==> src/rtl/evc_pkg.sv <==
package evc_pkg;
    localparam int DATA_W     = 32;
    localparam int CNT_W      = 32;
    localparam int ID_W       = 9;
    localparam int N_SLV      = 7;
    localparam int N_MST      = 6;
    localparam int SLV_CODES  = 32;
    localparam int MST_CODES  = 7;
    localparam int GLB_CODES  = 16;
    localparam int MST_BASE   = 8;
    localparam int GLB_SRC    = 15;
    localparam int SLV_LINES  = N_SLV * SLV_CODES;
    localparam int MST_LINES  = N_MST * MST_CODES;
    localparam int EV_TOTAL   = SLV_LINES + MST_LINES + GLB_CODES;
    localparam int IDX_W      = $clog2(EV_TOTAL);

    typedef enum logic [1:0] {
        OFF_SEL  = 2'd0,
        OFF_CNT  = 2'd1,
        OFF_CTRL = 2'd2,
        OFF_STAT = 2'd3
    } reg_off_e;

    typedef struct packed {
        logic [ID_W-1:0]  sel;
        logic             ok;
        logic [IDX_W-1:0] idx;
        logic [CNT_W-1:0] cnt;
        logic             en;
        logic             ie;
        logic             ovf;
        logic             bad;
    } ctr_state_t;

    typedef struct packed {
        logic              vld;
        logic [DATA_W-1:0] data;
    } rsp_state_t;
endpackage

==> src/rtl/evc_sel_decode.sv <==
module evc_sel_decode
    import evc_pkg::*;
#(
    parameter int N_SLV_P = N_SLV,
    parameter int N_MST_P = N_MST
) (
    input  logic [DATA_W-1:0] word,
    output logic              ok,
    output logic [IDX_W-1:0]  idx
);
    localparam int SLV_END  = N_SLV_P;
    localparam int MST_END  = MST_BASE + N_MST_P;
    localparam int MST_OFS  = N_SLV_P * SLV_CODES;
    localparam int GLB_OFS  = MST_OFS + N_MST_P * MST_CODES;

    always_comb begin
        int src;
        int code;
        logic hi_zero;
        src     = 32'(word[8:5]);
        code    = 32'(word[4:0]);
        hi_zero = (word[DATA_W-1:ID_W] == '0);
        ok      = 1'b0;
        idx     = '0;
        if (src < SLV_END) begin
            ok  = (code < SLV_CODES);
            idx = IDX_W'(src * SLV_CODES + code);
        end else if (src >= MST_BASE && src < MST_END) begin
            ok  = (code < MST_CODES);
            idx = IDX_W'(MST_OFS + (src - MST_BASE) * MST_CODES + code);
        end else if (src == GLB_SRC) begin
            ok  = (code < GLB_CODES);
            idx = IDX_W'(GLB_OFS + code);
        end
        ok = ok && hi_zero;
        if (!ok) idx = '0;
    end

    always_comb begin
        if (ok) assert_idx_range_R3: assert (int'(idx) < EV_TOTAL);
    end
endmodule

==> src/rtl/evc_counter.sv <==
module evc_counter
    import evc_pkg::*;
(
    input  logic                clk,
    input  logic                rst_n,
    input  logic [EV_TOTAL-1:0] ev_all,
    input  logic                wr_en,
    input  reg_off_e            off,
    input  logic [DATA_W-1:0]   wdata,
    output logic [DATA_W-1:0]   rd_word,
    output logic                irq_req
);
    ctr_state_t q, d;
    logic dec_ok;
    logic [IDX_W-1:0] dec_idx;
    logic hit, wrap, wr_cnt;

    evc_sel_decode u_dec (
        .word (wdata),
        .ok   (dec_ok),
        .idx  (dec_idx)
    );

    always_comb begin
        d      = q;
        hit    = q.en && q.ok && ev_all[q.idx];
        wrap   = hit && (q.cnt == '1);
        wr_cnt = wr_en && (off == OFF_CNT);
        if (hit) d.cnt = q.cnt + CNT_W'(1);
        if (wr_en) begin
            unique case (off)
                OFF_SEL: begin
                    d.sel = wdata[ID_W-1:0];
                    d.ok  = dec_ok;
                    d.idx = dec_idx;
                    if (!dec_ok) d.bad = 1'b1;
                end
                OFF_CNT:  d.cnt = wdata[CNT_W-1:0];
                OFF_CTRL: begin
                    d.en = wdata[0];
                    d.ie = wdata[1];
                end
                OFF_STAT: begin
                    if (wdata[0]) d.ovf = 1'b0;
                    if (wdata[1]) d.bad = 1'b0;
                end
                default: ;
            endcase
        end
        if (wrap) d.ovf = 1'b1;
    end

    always_ff @(posedge clk) begin
        if (!rst_n) q <= '0;
        else        q <= d;
    end

    always_comb begin
        unique case (off)
            OFF_SEL:  rd_word = DATA_W'(q.sel);
            OFF_CNT:  rd_word = DATA_W'(q.cnt);
            OFF_CTRL: rd_word = DATA_W'({q.ie, q.en});
            OFF_STAT: rd_word = DATA_W'({q.bad, q.ovf});
            default:  rd_word = '0;
        endcase
    end

    assign irq_req = q.ovf && q.ie;

    assert_hold_disabled_R5: assert property (@(posedge clk) disable iff (!rst_n)
        (!q.en && !wr_cnt) |=> $stable(q.cnt));
    assert_hold_invalid_R4: assert property (@(posedge clk) disable iff (!rst_n)
        (!q.ok && !wr_cnt) |=> $stable(q.cnt));
    assert_step_R3: assert property (@(posedge clk) disable iff (!rst_n)
        !wr_cnt |=> (q.cnt == $past(q.cnt) || q.cnt == $past(q.cnt) + CNT_W'(1)));
    assert_wrap_sets_ovf_R6: assert property (@(posedge clk) disable iff (!rst_n)
        (wrap && !wr_cnt) |=> (q.ovf && q.cnt == '0));
    assert_write_wins_R8: assert property (@(posedge clk) disable iff (!rst_n)
        wr_cnt |=> (q.cnt == $past(wdata[CNT_W-1:0])));
    assert_ovf_sticky_R9: assert property (@(posedge clk) disable iff (!rst_n)
        (q.ovf && !(wr_en && off == OFF_STAT && wdata[0])) |=> q.ovf);
endmodule

==> src/rtl/evc_regif.sv <==
module evc_regif
    import evc_pkg::*;
#(
    parameter int N_CNT  = 8,
    parameter int ADDR_W = 20
) (
    input  logic                          clk,
    input  logic                          rst_n,
    input  logic                          req_valid,
    input  logic                          req_write,
    input  logic [ADDR_W-1:0]             req_addr,
    input  logic [DATA_W-1:0]             req_wdata,
    input  logic [N_CNT-1:0][DATA_W-1:0]  rd_words,
    output logic [N_CNT-1:0]              wr_vec,
    output reg_off_e                      off,
    output logic [DATA_W-1:0]             wdata,
    output logic                          rsp_valid,
    output logic [DATA_W-1:0]             rsp_rdata
);
    localparam int WIN_LSB = 16;
    localparam int WIN_W   = ADDR_W - WIN_LSB;
    localparam int CIDX_W  = (N_CNT > 1) ? $clog2(N_CNT) : 1;

    rsp_state_t q, d;
    logic [WIN_W-1:0] win;
    logic [CIDX_W-1:0] cidx;
    logic hit;

    assign win   = req_addr[ADDR_W-1:WIN_LSB];
    assign hit   = (win != '0) && (32'(win) <= N_CNT) &&
                   (req_addr[WIN_LSB-1:4] == '0) && (req_addr[1:0] == 2'b00);
    assign cidx  = CIDX_W'(32'(win) - 1);
    assign off   = reg_off_e'(req_addr[3:2]);
    assign wdata = req_wdata;

    for (genvar g = 0; g < N_CNT; g++) begin : g_wr
        assign wr_vec[g] = req_valid && req_write && hit && (32'(cidx) == g);
    end

    always_comb begin
        d.vld  = req_valid && !req_write;
        d.data = '0;
        if (req_valid && !req_write && hit) d.data = rd_words[cidx];
    end

    always_ff @(posedge clk) begin
        if (!rst_n) q <= '0;
        else        q <= d;
    end

    assign rsp_valid = q.vld;
    assign rsp_rdata = q.data;

    assert_onehot_wr_R2: assert property (@(posedge clk) disable iff (!rst_n)
        $onehot0(wr_vec));
    assert_rsp_follows_read_R10: assert property (@(posedge clk) disable iff (!rst_n)
        (req_valid && !req_write) |=> rsp_valid);
    assert_no_rsp_idle_R10: assert property (@(posedge clk) disable iff (!rst_n)
        !(req_valid && !req_write) |=> !rsp_valid);
endmodule

==> src/rtl/evc_bank.sv <==
module evc_bank
    import evc_pkg::*;
#(
    parameter int N_CNT  = 8,
    parameter int ADDR_W = 20
) (
    input  logic                 clk,
    input  logic                 rst_n,
    input  logic                 req_valid,
    output logic                 req_ready,
    input  logic                 req_write,
    input  logic [ADDR_W-1:0]    req_addr,
    input  logic [DATA_W-1:0]    req_wdata,
    output logic                 rsp_valid,
    output logic [DATA_W-1:0]    rsp_rdata,
    input  logic [SLV_LINES-1:0] slave_ev,
    input  logic [MST_LINES-1:0] master_ev,
    input  logic [GLB_CODES-1:0] global_ev,
    output logic                 irq
);
    logic [EV_TOTAL-1:0]             ev_all;
    logic [N_CNT-1:0][DATA_W-1:0]    rd_words;
    logic [N_CNT-1:0]                wr_vec;
    logic [N_CNT-1:0]                irq_vec;
    reg_off_e                        off;
    logic [DATA_W-1:0]               wdata;

    assign ev_all    = {global_ev, master_ev, slave_ev};
    assign req_ready = 1'b1;
    assign irq       = |irq_vec;

    evc_regif #(.N_CNT(N_CNT), .ADDR_W(ADDR_W)) u_regif (
        .clk       (clk),
        .rst_n     (rst_n),
        .req_valid (req_valid),
        .req_write (req_write),
        .req_addr  (req_addr),
        .req_wdata (req_wdata),
        .rd_words  (rd_words),
        .wr_vec    (wr_vec),
        .off       (off),
        .wdata     (wdata),
        .rsp_valid (rsp_valid),
        .rsp_rdata (rsp_rdata)
    );

    for (genvar g = 0; g < N_CNT; g++) begin : g_ctr
        evc_counter u_ctr (
            .clk     (clk),
            .rst_n   (rst_n),
            .ev_all  (ev_all),
            .wr_en   (wr_vec[g]),
            .off     (off),
            .wdata   (wdata),
            .rd_word (rd_words[g]),
            .irq_req (irq_vec[g])
        );
    end
endmodule

==> config.mk <==
export PLATFORM = sky130hd
export DESIGN_NAME = evc_bank
export DESIGN_NICKNAME = d
export VERILOG_FILES = /design/src/rtl/evc_pkg.sv /design/src/rtl/evc_sel_decode.sv /design/src/rtl/evc_counter.sv /design/src/rtl/evc_regif.sv /design/src/rtl/evc_bank.sv
export SDC_FILE = /design/constraint.sdc
export NUM_CORES = 2
export LEC_CHECK = 0
export BUFFER_PORTS_ARGS = -buffer_cell sky130_fd_sc_hd__buf_4
export CAP_MARGIN = 15
export CELL_PAD_IN_SITES_DETAIL_PLACEMENT = 1
export CELL_PAD_IN_SITES_GLOBAL_PLACEMENT = 2
export CORE_MARGIN = 3
export CORE_UTILIZATION = 37
export DETAILED_ROUTE_END_ITERATION = 10
export GPL_TIMING_DRIVEN = 0
export MAX_ROUTING_LAYER = met4
export PLACE_DENSITY = 0.84
export SYNTH_ARGS = -nofsm -noshare
export SYNTH_HDL_FRONTEND = slang
export SYNTH_SLANG_ARGS = --single-unit
==> constraint.sdc <==
create_clock -name clk -period 5.3 [get_ports clk]
set_input_delay 0.53 -clock clk [delete_from_list [all_inputs] [get_ports clk]]
set_output_delay 0.53 -clock clk [all_outputs]
set_load 0.005 [all_outputs]
==> reports/results.tsv <==
metric	value	unit
outcome	finished with violations	
failing checks	negative setup slack	
chip width	356.0	um
post-synthesis compound-gate area fraction	15.55	%
drt pass-1 iters	6	
Ys Warns	0	
Vias	52233	
initial antenna violation count	43	
Yosys cell types	103	
Cell Area, Synth	45340	sq um
Setup WS post-layout	-0.3293	ns
Leak	16.14	nW
row count	127	
top post-synthesis cells by area	mux4_2 31%, dfxtp_1 21%, mux2i_1 4.7%	
Net Sw Power	2.972	mW
Seq cells post-synth	473	
share of the synthesized area in the top cell type	30.95	%
number of synthesized flops with an enable pin	0	
XOR/XNOR Fraction of Synth Area	3.207	%
Post-DP HPWL	267200	um
worst-path fanout max	10	
critical path arrival	6.19	ns
Clock Skew	0.03175	ns
final setup fails	57	
Bufs on Longest Clock Path	3	
min Tclk post-route	5.629	ns
Slew headroom	1.770	%
Synth Area in Simple Gates	15.88	%
die area	126800	sq um
mux cell area share after synthesis	37.61	%
CTS H-tree depth	2	
setup_tns	-7.540	ns
Avg Inst Size Synth	9.708	sq um
post-placement cell area	50370	sq um
root buffer cell	clkbuf_16	
area delta synth->final	15.82	%
CTS tree	yes	
pin count of the biggest net entering global routing	20	
GPL Wtd Cong	1.144	
net switching fraction of the power	31.68	%
met3 Use GR	25.80	%
I/O pin total	373	
RSZ-0062 raised after global routing	false	
maximum vdd ir drop	0.2419	mV
FMAX	177.6	MHz
Placement Setup Slack	-1.968	ns
Comb power frac	20.8	%
antenna viol nets, final	0	
final hold viol count	0	
CTS Buf Count	49	
Max Cap Viol	0	
CTS Hold Buffers Added	0	
fin crit share	106.2	%
clk sinks	473	
Worst Setup Start Kind	flip-flop	
GRT Overall Usage	55.65	%
met2 global-route usage	77.56	%
WHS	0.08046	ns
Internal Power	6.409	mW
clock power share	41.0	%
global-route wire length before repair	464800	um
Core Area	120800	sq um
Worst-path clk slew	0.09	ns
most frequent cells in the layout	623 x mux4_2, 554 x nand2_1, 472 x dfxtp_1	
port bufs	364	
WS Path Type	reg2reg	
largest family of logic cells by synthesized area	multiplexers	
register area share after synthesis	20.89	%
prevailing post-synth register cell	dfxtp_1	
Layout Utilization	43.48	%
chip height	356.0	um
Initial Utilization	37.54	%
drt total wl	351000	um
Nets	5492	
DRC viols	0	
Layout Cell Area excl Fill	52510	sq um
Post-Synth Adder-Cell Area	1.043	%
Pins Over Slew Limit	0	
layer with the highest usage	met2	
Least-Margin Pin Slew	1.432	ns
WP data required	5.86	ns
syn nets	5044	
Synth Instances	4670	
post-DR wirelength/cell	51.48	um
share of cells above drive strength 1	27.49	%
largest area contributor in the netlist	mux4_2	
worst-skew pair later-pin latency	0.64	ns
Worst Hold Class	in2reg	
vias per inst	7.661	
Crit. End Element	flip-flop	
Power Density	178.6	nW/um^2
GRT overflow	0	
Seq pwr share	38.2	%
met1 GRT Util	55.92	%
vias in the first global route	50589	
ys async rst share	0	%
Starting DRT DRC Count	7275	
commonest non-fill, non-tap cell in the layout	mux4_2	
==> cells by family (layout without fill, tap and decap cells) <==
group                    Yosys count  after routing
multiplexers                     902            902
flip-flops                       473            473
AO/OA/AOI/OAI                   1102           1102
other                              1             53
adder cells (fa/ha/maj)           36             36
AND/OR/NAND/NOR                 1462           1462
XOR/XNOR                         166            166
buffers and inverters            528           1012
==> power by group through the flow <==
stage	clock [mW]	sequential [mW]	combinational, mW
6_report	3.85	3.59	1.95
5_1_grt	3.97	3.58	1.92
4_1_cts	3.83	3.58	1.81
3_5_place_dp	0	3.66	1.81
3_3_place_gp	0	3.66	1.79
2_1_floorplan	0	3.65	0.767
==> registers in the layout, summed over array words and instances, names as in the netlist <==
name,flops
u_regif.rsp_valid,1
g_ctr.u_ctr.q,440
u_regif.rsp_rdata,32
==> synth_stat cells, drive strengths merged (18+ instances only) <==
cell and n:
a2111oi 32, a211oi 77, a21oi 375, a22oi 48, a31oi 39, and2 26
and3 74, and4 21, buf 198, clkbuf 247, dfxtp 473, ha 33
inv 81, mux2 55, mux2i 214, mux4 633, nand2 554, nand2b 20
nand3 137, nand3b 19, nand4 66, nand4b 23, nor2 220, nor2b 52
nor3 86, nor4 61, o211ai 41, o21ai 235, o221ai 38, o22ai 46
o31ai 19, or3 36, or4 18, xnor2 129, xor2 37
==> timing repair <==
action | CTS | global route
resized for setup | 18 | 16
pin swaps | 0 | 1
endpoints found under the setup margin | 456 | 191
setup buffers | 0 | 3
==> per-layer routing <==
layer / share of wire, % / vias up
li1: - / 19342
met1: 32 / 26246
met2: 41 / 4737
met3: 14 / 1908
met4: 14 / 0
met5: 0 / -
==> through the flow <==
stage               total power, mW  std cells
floorplan                     4.421       4670
global placement              5.450       6646
detailed placement            5.471       6667
CTS                           9.224       6753
global route                  9.480       6810
finish                        9.380       6818
==> worst max-delay path, stage by stage, from the launching register on <==
cell and delay, ns:
dfxtp_1 0.73, nor2b_2 0.62, buf_16 0.24, buf_4 0.39, a22oi_1 0.16, a21oi_1 1.06
nor4_2 0.24, buf_6 0.26, a311o_1 0.36, o31a_1 0.29, buf_6 0.16, or2_4 0.27
or4_1 0.53, a31oi_1 0.19
==> cell type report <==
cell class	count	area, sq um
Timing Repair Buffer	398	3146
Clock buffer	70	1426
Tap cell	1612	2017
Clock inverter	17	269.0
Buffer	444	2360
Inverter	83	315.3
Sequential cell	473	9470
Fill cell	13758	68260
Antenna cell	52	130.1
Multi-Input combinational cell	3669	33370
==> worst paths after layout <==
kind                                           start                   end  slack (ns)  cells past startpoint
worst max-delay path            g_ctr[1].u_ctr.q[39]  g_ctr[1].u_ctr.q[34]       -0.33                     13
worst min register to register  g_ctr[1].u_ctr.q[48]  g_ctr[1].u_ctr.q[48]        0.46                      2
worst min-delay path                       req_write     u_regif.rsp_valid        0.08                      2
worst max register to register  g_ctr[1].u_ctr.q[39]  g_ctr[1].u_ctr.q[34]       -0.33                     13
Power figures use the tool's default switching activity.
